$ cat src/rtl/vmbell_pkg.sv
package vmbell_pkg;

  localparam logic [1:0] SZ_BYTE = 2'd0;
  localparam logic [1:0] SZ_HALF = 2'd1;
  localparam logic [1:0] SZ_WORD = 2'd2;

  // word indices inside the window (address bits 7:2)
  localparam logic [5:0] IDX_MASK   = 6'd0;
  localparam logic [5:0] IDX_CAUSE  = 6'd1;
  localparam logic [5:0] IDX_POS    = 6'd2;
  localparam logic [5:0] IDX_BELL   = 6'd3;

  typedef enum logic [1:0] {
    RSEL_NONE  = 2'd0,
    RSEL_MASK  = 2'd1,
    RSEL_CAUSE = 2'd2,
    RSEL_POS   = 2'd3
  } rdSel_e;

  typedef struct packed {
    logic   wrMask;
    logic   wrCause;
    logic   rdCause;
    logic   wrBell;
    logic   rdFire;
    rdSel_e rdSel;
  } ctrlStrobe_t;

endpackage

$ cat src/rtl/vmbell_ctrl.sv
module vmbell_ctrl
  import vmbell_pkg::*;
(
  input  logic [7:0]  busAddr,
  input  logic [1:0]  busSize,
  input  logic        busWrEn,
  input  logic        busRdEn,
  output ctrlStrobe_t strb
);

  logic       wordAcc;
  logic [5:0] wordIdx;
  logic       aligned;

  assign wordAcc = (busSize == SZ_WORD);
  assign wordIdx = busAddr[7:2];
  assign aligned = (busAddr[1:0] == 2'b00);

  always_comb begin
    strb = '0;
    strb.rdSel = RSEL_NONE;
    if (busWrEn) begin
      if (wordAcc) begin
        unique case (wordIdx)
          IDX_MASK:  strb.wrMask  = 1'b1;
          IDX_CAUSE: strb.wrCause = 1'b1;
          IDX_BELL:  strb.wrBell  = 1'b1;
          default:   ;
        endcase
      end
    end else if (busRdEn) begin
      strb.rdFire = 1'b1;
      if (wordAcc && aligned) begin
        unique case (wordIdx)
          IDX_MASK:  strb.rdSel = RSEL_MASK;
          IDX_CAUSE: begin
            strb.rdSel   = RSEL_CAUSE;
            strb.rdCause = 1'b1;
          end
          IDX_POS:   strb.rdSel = RSEL_POS;
          default:   strb.rdSel = RSEL_NONE;
        endcase
      end
    end
  end

endmodule

$ cat src/rtl/vmbell_dpath.sv
module vmbell_dpath
  import vmbell_pkg::*;
#(
  parameter int NUM_PEERS = 16,
  parameter int CNT_W     = 8,
  parameter int PEER_W    = 16,
  parameter int VEC_W     = 8,
  localparam int IDX_W    = (NUM_PEERS > 1) ? $clog2(NUM_PEERS) : 1
) (
  input  logic              clk,
  input  logic              rstN,
  input  logic              softRst,
  input  ctrlStrobe_t       strb,
  input  logic [31:0]       busWrData,
  output logic [31:0]       busRdData,
  output logic              busRdValid,
  input  logic              evtValid,
  input  logic [7:0]        evtData,
  input  logic              mapped,
  input  logic [PEER_W-1:0] selfId,
  input  logic              cfgWrEn,
  input  logic [IDX_W-1:0]  cfgPeer,
  input  logic [CNT_W-1:0]  cfgCount,
  output logic              irq,
  output logic              bellValid,
  output logic [PEER_W-1:0] bellPeer,
  output logic [VEC_W-1:0]  bellVector
);

  logic [31:0] maskReg;
  logic [31:0] causeReg;
  logic [IDX_W-1:0] maxPeer;
  logic [CNT_W-1:0] vecCount [NUM_PEERS];

  // ---------------- peer vector-count table ----------------
  for (genvar p = 0; p < NUM_PEERS; p++) begin : g_peer
    always_ff @(posedge clk or negedge rstN) begin
      if (!rstN) begin
        vecCount[p] <= '0;
      end else if (cfgWrEn && (cfgPeer == IDX_W'(p))) begin
        vecCount[p] <= cfgCount;
      end
    end
  end

  always_ff @(posedge clk or negedge rstN) begin
    if (!rstN) begin
      maxPeer <= '0;
    end else if (cfgWrEn && (cfgCount != '0) && (cfgPeer > maxPeer)) begin
      maxPeer <= cfgPeer;
    end
  end

  // ---------------- mask and cause ----------------
  always_ff @(posedge clk or negedge rstN) begin
    if (!rstN) begin
      maskReg <= '0;
    end else if (strb.wrMask) begin
      maskReg <= busWrData;
    end
  end

  always_ff @(posedge clk or negedge rstN) begin
    if (!rstN) begin
      causeReg <= '0;
    end else if (evtValid) begin
      causeReg <= {24'd0, evtData};
    end else if (strb.wrCause) begin
      causeReg <= busWrData;
    end else if (strb.rdCause || softRst) begin
      causeReg <= '0;
    end
  end

  assign irq = |(causeReg & maskReg);

  // ---------------- read path ----------------
  logic [31:0] posValue;
  logic [31:0] rdMux;

  assign posValue = mapped ? {{(32-PEER_W){1'b0}}, selfId} : 32'hFFFF_FFFF;

  always_comb begin
    unique case (strb.rdSel)
      RSEL_MASK:  rdMux = maskReg;
      RSEL_CAUSE: rdMux = causeReg;
      RSEL_POS:   rdMux = posValue;
      default:    rdMux = '0;
    endcase
  end

  always_ff @(posedge clk or negedge rstN) begin
    if (!rstN) begin
      busRdValid <= 1'b0;
      busRdData  <= '0;
    end else begin
      busRdValid <= strb.rdFire;
      if (strb.rdFire) begin
        busRdData <= rdMux;
      end
    end
  end

  // ---------------- doorbell validation ----------------
  logic [PEER_W-1:0] reqPeer;
  logic [VEC_W-1:0]  reqVec;
  logic [IDX_W-1:0]  reqIdx;
  logic              peerOk;
  logic              vecOk;
  logic              bellAccept;

  assign reqPeer = busWrData[31:16];
  assign reqVec  = busWrData[VEC_W-1:0];
  assign reqIdx  = reqPeer[IDX_W-1:0];
  assign peerOk  = (reqPeer <= PEER_W'(maxPeer));
  assign vecOk   = (int'(reqVec) < int'(vecCount[reqIdx]));
  assign bellAccept = strb.wrBell && peerOk && vecOk;

  always_ff @(posedge clk or negedge rstN) begin
    if (!rstN) begin
      bellValid  <= 1'b0;
      bellPeer   <= '0;
      bellVector <= '0;
    end else begin
      bellValid <= bellAccept;
      if (bellAccept) begin
        bellPeer   <= reqPeer;
        bellVector <= reqVec;
      end
    end
  end

endmodule

$ cat src/rtl/vmbell_regs.sv
module vmbell_regs
  import vmbell_pkg::*;
#(
  parameter int NUM_PEERS = 16,
  parameter int CNT_W     = 8,
  localparam int IDX_W    = (NUM_PEERS > 1) ? $clog2(NUM_PEERS) : 1
) (
  input  logic             clk,
  input  logic             rstN,
  input  logic             softRst,
  input  logic [7:0]       busAddr,
  input  logic [1:0]       busSize,
  input  logic             busWrEn,
  input  logic [31:0]      busWrData,
  input  logic             busRdEn,
  output logic [31:0]      busRdData,
  output logic             busRdValid,
  input  logic             evtValid,
  input  logic [7:0]       evtData,
  input  logic             mapped,
  input  logic [15:0]      selfId,
  input  logic             cfgWrEn,
  input  logic [IDX_W-1:0] cfgPeer,
  input  logic [CNT_W-1:0] cfgCount,
  output logic             irq,
  output logic             bellValid,
  output logic [15:0]      bellPeer,
  output logic [7:0]       bellVector
);

  ctrlStrobe_t strb;

  vmbell_ctrl u_ctrl (
    .busAddr (busAddr),
    .busSize (busSize),
    .busWrEn (busWrEn),
    .busRdEn (busRdEn),
    .strb    (strb)
  );

  vmbell_dpath #(
    .NUM_PEERS (NUM_PEERS),
    .CNT_W     (CNT_W),
    .PEER_W    (16),
    .VEC_W     (8)
  ) u_dpath (
    .clk        (clk),
    .rstN       (rstN),
    .softRst    (softRst),
    .strb       (strb),
    .busWrData  (busWrData),
    .busRdData  (busRdData),
    .busRdValid (busRdValid),
    .evtValid   (evtValid),
    .evtData    (evtData),
    .mapped     (mapped),
    .selfId     (selfId),
    .cfgWrEn    (cfgWrEn),
    .cfgPeer    (cfgPeer),
    .cfgCount   (cfgCount),
    .irq        (irq),
    .bellValid  (bellValid),
    .bellPeer   (bellPeer),
    .bellVector (bellVector)
  );

endmodule

$ cat config.mk
export PLATFORM = sky130hd
export DESIGN_NAME = vmbell_regs
export DESIGN_NICKNAME = d
export VERILOG_FILES = /design/src/rtl/vmbell_pkg.sv /design/src/rtl/vmbell_ctrl.sv /design/src/rtl/vmbell_dpath.sv /design/src/rtl/vmbell_regs.sv
export SDC_FILE = /design/constraint.sdc
export NUM_CORES = 1
export LEC_CHECK = 0
export BUFFER_PORTS_ARGS = -buffer_cell sky130_fd_sc_hd__buf_4
export CAP_MARGIN = 20
export CORE_MARGIN = 2
export CORE_UTILIZATION = 58
export CTS_CLUSTER_DIAMETER = 200
export DETAILED_ROUTE_END_ITERATION = 10
export PLACE_DENSITY = 0.87
export SLEW_MARGIN = 20
export SYNTH_ARGS = -nofsm -noshare
export SYNTH_HDL_FRONTEND = slang
export SYNTH_HIERARCHICAL = 1
export SYNTH_SLANG_ARGS = --single-unit
$ cat constraint.sdc
create_clock -name clk -period 3.34 [get_ports clk]
set_input_delay 0.835 -clock clk [delete_from_list [all_inputs] [get_ports clk]]
set_output_delay 0.835 -clock clk [all_outputs]
set_load 0.02 [all_outputs]
==> results of run 1 <==
-- cell type report --
class                   count  share of cell area [%]
multi-input cells         523                    35.0
flip-flops and latches    254                    43.6
inverters                  40                    1.03
clock buffers              36                    5.28
well taps                 270                    2.32
repair buffers            197                    11.8
clock inverters            12                   0.944
-- stage by stage --
step	std cells	utilization [%]
after detailed placement	1272	66.9
after CTS	1323	71.6
final	1332	72.7
after global routing	1332	72.7
after global placement	1272	66.9
after floorplan	878	-
-- per-layer routing --
| metal | track usage (%) | vias up |
|---|---|---|
| met5 | 0 | - |
| met4 | 13.3 | 0 |
| li1 | - | 3606 |
| met3 | 5.44 | 96 |
| met1 | 40.0 | 4391 |
| met2 | 49.0 | 475 |
-- power groups by stage --
stage          logic, W  clock network [W]  registers (W)
2_1_floorplan  0.000910                  0        0.00380
3_3_place_gp    0.00134                  0        0.00384
3_5_place_dp    0.00141                  0        0.00386
4_1_cts         0.00146            0.00308        0.00383
5_1_grt         0.00163            0.00322        0.00389
6_report        0.00153            0.00305        0.00385
-- worst max path at each step --
stage | endpoint | cells after the start | slack (ns) | startpoint
finish | u_dpath/bellVector[1] | 12 | -0.08 | busWrData[16]
global route | u_dpath/bellVector[1] | 12 | -0.17 | busWrData[16]
CTS | u_dpath/bellVector[1] | 13 | 0.02 | busWrData[16]
detailed placement | u_dpath/bellVector[4] | 12 | -0.56 | busWrData[16]
global placement | u_dpath/bellVector[4] | 12 | -0.49 | busWrData[16]
floorplan | u_dpath/bellVector[2] | 12 | -0.29 | busWrData[16]
-- kinds of logic (layout without fill, tap and decap cells) --
| family | count (synthesis) | in the layout | share of synthesized area, % |
|---|---|---|---|
| multiplexers | 215 | 215 | 24.4 |
| AO/OA/AOI/OAI | 147 | 147 | 9.33 |
| XOR/XNOR | 1 | 1 | 0.0746 |
| AND/OR/NAND/NOR | 145 | 145 | 7.03 |
| adder cells (fa/ha/maj) | 15 | 15 | 1.60 |
| buffers and inverters | 101 | 285 | 3.40 |
| flip-flops | 254 | 254 | 54.2 |
-- cell usage in the layout, fill, tap and decap left out, drive strengths merged, types with 2 or more instances in the layout --
master and count:
a211oi 2, a21oi 20, a221oi 4, a222oi 8, a22o 26, a22oi 28, a31oi 16, a32o 2
and2 13, buf 193, bufinv 3, clkbuf 40, clkinv 8, dfrtp 254, ha 15, inv 40
mux2 175, mux2i 2, mux4 38, nand2 8, nand2b 7, nand3 4, nand3b 34, nand4 6
nor2 45, nor2b 5, nor3b 2, nor4 13, nor4b 2, o211ai 16, o21a 4, o21ai 17
or3 2, or4 2
-- repair_timing --
| action | 4_1_cts | 5_1_grt |
|---|---|---|
| setup buffers | 3 | 5 |
| gates cloned | 0 | 4 |
| resized for setup | 2 | 18 |
| setup endpoints to repair | 10 | 10 |
| pin swaps | 1 | 5 |
-- flip-flops by register name, summed over array words and instances, names as in the netlist --
signal	flops
u_dpath/busRdData	32
u_dpath/bellValid	1
u_dpath/busRdValid	1
u_dpath/vecCount	128
u_dpath/causeReg	32
u_dpath/maskReg	32
u_dpath/bellPeer	16
u_dpath/bellVector	8
u_dpath/maxPeer	4
==> metrics, run 1 <==
register area=6360 um2; Slew headroom=54.7%; Psw=0.00223 W; via count=8568; Power Total=roughly 0.0084 W; synthesized flop and latch total=about 250; DR WL met2=16500 um; leakage power=~6.6 nW; syn nets=979; status=finished, violations left; pre-CTS setup slack=-0.556 ns; min Tclk post-route=3.42 ns; Clk pwr share=36.2%; delay of the slowest cell on the worst path=approximately 0.53 ns; placed cell areas=13400 um2; wire length per cell=25.0 um; worst-margin pin slew=~0.68 ns; RR Startpoint=u_dpath/vecCount[29]; Post-synth top flop=dfrtp_1; most frequent cells after synthesis=dfrtp_1, mux2_2, clkbuf_1, nor2_1, inv_1; CP Class=primary input to flip-flop; Final Max Tran Viols=0; crit path launch type=primary input; TritonCTS Buffers=26; vias in the first global route=8730; Yosys top cell area share=between 50% and 60%; vias per inst=6.43; TritonCTS clock tree=yes; Syn-to-layout area delta=24.2%; syn avg cell area=around 13 um2; reg2reg end=u_dpath/bellVector[1]; n_diodes=0; Starting Density=between 50% and 60%; Pwr Density=578 nW/um2; final net count=1143; Net Sw Frac=26.4%; DRT Pass-1 Iters=5; sequential power share=45.7%; Seq/Total Area, Yosys=approximately 54%; initial antenna violation count=0; Fin. Hold Viols=0; Critical Path RT=3.75 ns; hold buffer count at cts=0; first-pass GRT wire length=50400 um; failing checks=negative setup slack; H-tree lvl count=1; minimum hold slack=0.288 ns; met1 wire length=12800 um; Comb pwr share=between 10% and 20%; GRT Resource Usage Total=30.1%; CP delay by family, top=multiplexers; die width=146 um; Chip Height=146 um; worst path cell trace=buf_16 -> buf_12 -> mux4_2 -> mux4_2 -> inv_1 -> ha_4 -> a21oi_2 -> o21ai_2 -> a221oi_2 -> o221ai_4 -> buf_12 -> mux2_4; clock skew=0.0146 ns; Syn Inst Count=878; Pint=0.00620 W; Crit. End Element=flip-flop; setup slack, reg-to-reg=approximately 0.12 ns; max frequency=about 290 MHz; dpl hpwl=20800 um; worst-path maximum fanout=7; area of the mapped netlist=11700 um2; final setup TNS=-1.15 ns; Placement Rows=52; worst reg-to-reg path cell count=10; fin area=14600 um2; 1st-iter DRT viols=847; Hold Crit Class=primary input to asynchronous set/reset pin; Synth warnings=6; CTS Buffer Depth=3; share of layout cells above drive strength 1=44.8%; Core ar.=20000 um2; CP Data Arrival Time=3.83 ns; Slowest cell on crit path=mux4_2; Finish-stage setup viols=19; largest area contributor in the netlist=dfrtp_1; clock root cell=clkbuf_16; DRC=0; Cell variety after synth=44; count leader, synth=dfrtp_1; RSZ-0062 raised after global routing=true; area occupied by multi-input gates=5100 um2; top post-synthesis cells by area=dfrtp_1, mux2_2, mux4_2; Highest Signal Layer=met4; final wirelength=33300 um; CTS Sinks=254; Buffers on Ports=~140; antenna-violating nets left=0; Clock Pin Slew Worst Setup and Hold Paths=0.06 ns; final worst-path cycle share=102%; die area=about 21000 um2; Max-Cap Viols=0; Clock Latency Late Sink=0.53 ns; largest net degree at the start of global routing=79; fillers=1204; Worst VDD drop=437 uV; grt ovf=0; IO Pins=between 100 and 150; Setup WS post-layout=-0.0764 ns; Worst Path Buf+Inv=4; gpl congestion=between 0.8 and 0.9; met3 WL post-DR=2790 um; Post-synth EDFFs=0; FFs w/ async S/R, synth=between 90% and 100%
Power figures use the tool's default switching activity.
==> run 2, diff against run 1 <==
- SKIP_CTS_REPAIR_TIMING: not set -> 1
==> metrics, run 2 (synthesis results as in run 1) <==
failing checks=negative setup slack; area occupied by multi-input gates=5090 um2 (-0.22%); Final Util=72.6% (-0.17 points); final net count=1141 (-0.17%); worst-path maximum fanout=8 (+1); first-pass GRT wire length=50200 um (-0.26%); Slew headroom=57.1% (+2.4 points); antenna-violating nets left=0 (unchanged); CTS Buffer Depth=3 (unchanged); Buffers on Ports=144 (unchanged); Setup WS post-layout=-0.0583 ns (+0.0181 ns); max frequency=294 MHz (+0.53%); H-tree lvl count=1 (unchanged); Placement Rows=52 (unchanged); Crit. End Element=flip-flop; Hold Crit Class=primary input to asynchronous set/reset pin; Final Max Tran Viols=0 (unchanged); clock root cell=clkbuf_16; Worst VDD drop=444 uV (+1.5%); initial antenna violation count=0 (unchanged); dpl hpwl=20800 um (unchanged); worst reg-to-reg path cell count=10 (unchanged); CP Launch Point=busWrData[16]; register area=6360 um2 (unchanged); Clock Pin Slew Worst Setup and Hold Paths=0.07 ns (about the same); fin area=14500 um2 (-0.23%); wire length per cell=24.8 um (-0.71%); IO Pins=145 (unchanged); CP Data Arrival Time=3.81 ns (-0.02 ns); commonest cells after routing, fill and taps aside=dfrtp_1, buf_4, mux2_2; share of layout cells above drive strength 1=44.7% (-0.10 points); final worst-path cycle share=102% (-0.54 points); RSZ-0062 raised after global routing=true; via count=8558 (-0.12%); Critical Path RT=3.75 ns (about the same); status=finished, violations left; n_diodes=0 (unchanged); final wirelength=33000 um (-0.86%); Core ar.=20000 um2 (unchanged); Syn-to-layout area delta=23.9%; 1st-iter DRT viols=876 (+3.4%); vias per inst=6.43 (about the same); vias in the first global route=8728 (-0.023%); reg2reg end=u_dpath/bellVector[2]; clock skew=0.0120 ns (-0.00261 ns); most common cell after layout, fill and taps aside=dfrtp_1; Fin. Hold Viols=0 (unchanged); Biggest register=u_dpath/vecCount; fillers=1203 (-0.083%); TritonCTS clock tree=yes; Finish-stage setup viols=19 (unchanged); max reg flops=128 (unchanged); worst-margin pin slew=0.644 ns (-0.0365 ns); CP Class=primary input to flip-flop; leakage power=6.56 nW (-0.34%); die width=146 um (unchanged); largest net degree at the start of global routing=79 (unchanged); Pwr Density=579 nW/um2 (about the same); min Tclk post-route=3.40 ns (-0.0181 ns); Starting Density=58.6% (unchanged); DRT Pass-1 Iters=7 (+2); CP Capture Point=u_dpath/bellVector[2]; placed cell areas=13400 um2 (unchanged); die area=21400 um2 (unchanged); RR Startpoint=u_dpath/vecCount[45]; Max-Cap Viols=0 (unchanged); grt ovf=0 (unchanged); Clock Latency Late Sink=0.53 ns (about the same); GRT Resource Usage Total=30.0% (-0.082 points); Chip Height=146 um (unchanged); CTS Sinks=254 (unchanged); gpl congestion=0.860 (unchanged); setup slack, reg-to-reg=0.14 ns (+0.02 ns); DRC=0 (unchanged); crit path launch type=primary input; TritonCTS Buffers=26 (unchanged)
[run 2: report_power, final]
| part | switching, W | internal [W] |
|---|---|---|
| clock network | 0.00121 | 0.00184 |
| registers | 0.000312 | 0.00354 |
| logic | 0.000694 | 0.000824 |
[run 2: how the worst min path moves through the flow]
| stage | from | to | slack, ns |
|---|---|---|---|
| 2_1_floorplan | u_dpath/vecCount[24] | u_dpath/vecCount[24] | 0.47 |
| 3_3_place_gp | u_dpath/bellPeer[5] | u_dpath/bellPeer[5] | 0.47 |
| 3_5_place_dp | u_dpath/bellPeer[11] | u_dpath/bellPeer[11] | 0.47 |
| 4_1_cts | rstN | u_dpath/maskReg[15] | 0.29 |
| 5_1_grt | rstN | u_dpath/causeReg[14] | 0.32 |
| 6_report | rstN | u_dpath/maxPeer[2] | 0.28 |
[run 2: worst max-delay path: stages]
cell and delay [ns]:
buf_16 0.13, buf_12 0.13, mux4_2 0.49, mux4_2 0.48, inv_1 0.13, ha_4 0.22, a21oi_2 0.20, o21ai_2 0.11
a221oi_2 0.31, o221ai_4 0.25, buf_12 0.21, mux2_4 0.30
[run 2: per-layer routing]
metal | global-route usage, % | up-vias | part of all wire [%] | routed length (um)
met5 | 0 | - | 0 | 0
met4 | 13.3 | 0 | 4.3 | 1430
met3 | 5.38 | 104 | 8.2 | 2700
met2 | 48.9 | 485 | 49 | 16100
met1 | 39.9 | 4357 | 39 | 12800
li1 | - | 3612 | - | -
[run 2: layout make-up]
class                           count  area share, %
Clock buffer                       36           5.29
Tap cell                          270           2.32
Multi-Input combinational cell    523           35.0
Inverter                           40           1.03
Sequential cell                   254           43.7
Timing Repair Buffer              195           11.7
Clock inverter                     12          0.946
[run 2: stage by stage]
| stage | power, W | TNS [ns] | worst slack, ns | std cells | hold slack, ns |
|---|---|---|---|---|---|
| 2_1_floorplan | 0.00471 | -4.18 | -0.287 | 878 | 0.474 |
| 3_3_place_gp | 0.00518 | -9.81 | -0.494 | 1272 | 0.471 |
| 3_5_place_dp | 0.00527 | -11.51 | -0.556 | 1272 | 0.472 |
| 4_1_cts | 0.00836 | -0.484 | -0.0721 | 1320 | 0.287 |
| 5_1_grt | 0.00871 | -1.01 | -0.0683 | 1330 | 0.319 |
| 6_report | 0.00842 | -0.730 | -0.0583 | 1330 | 0.284 |
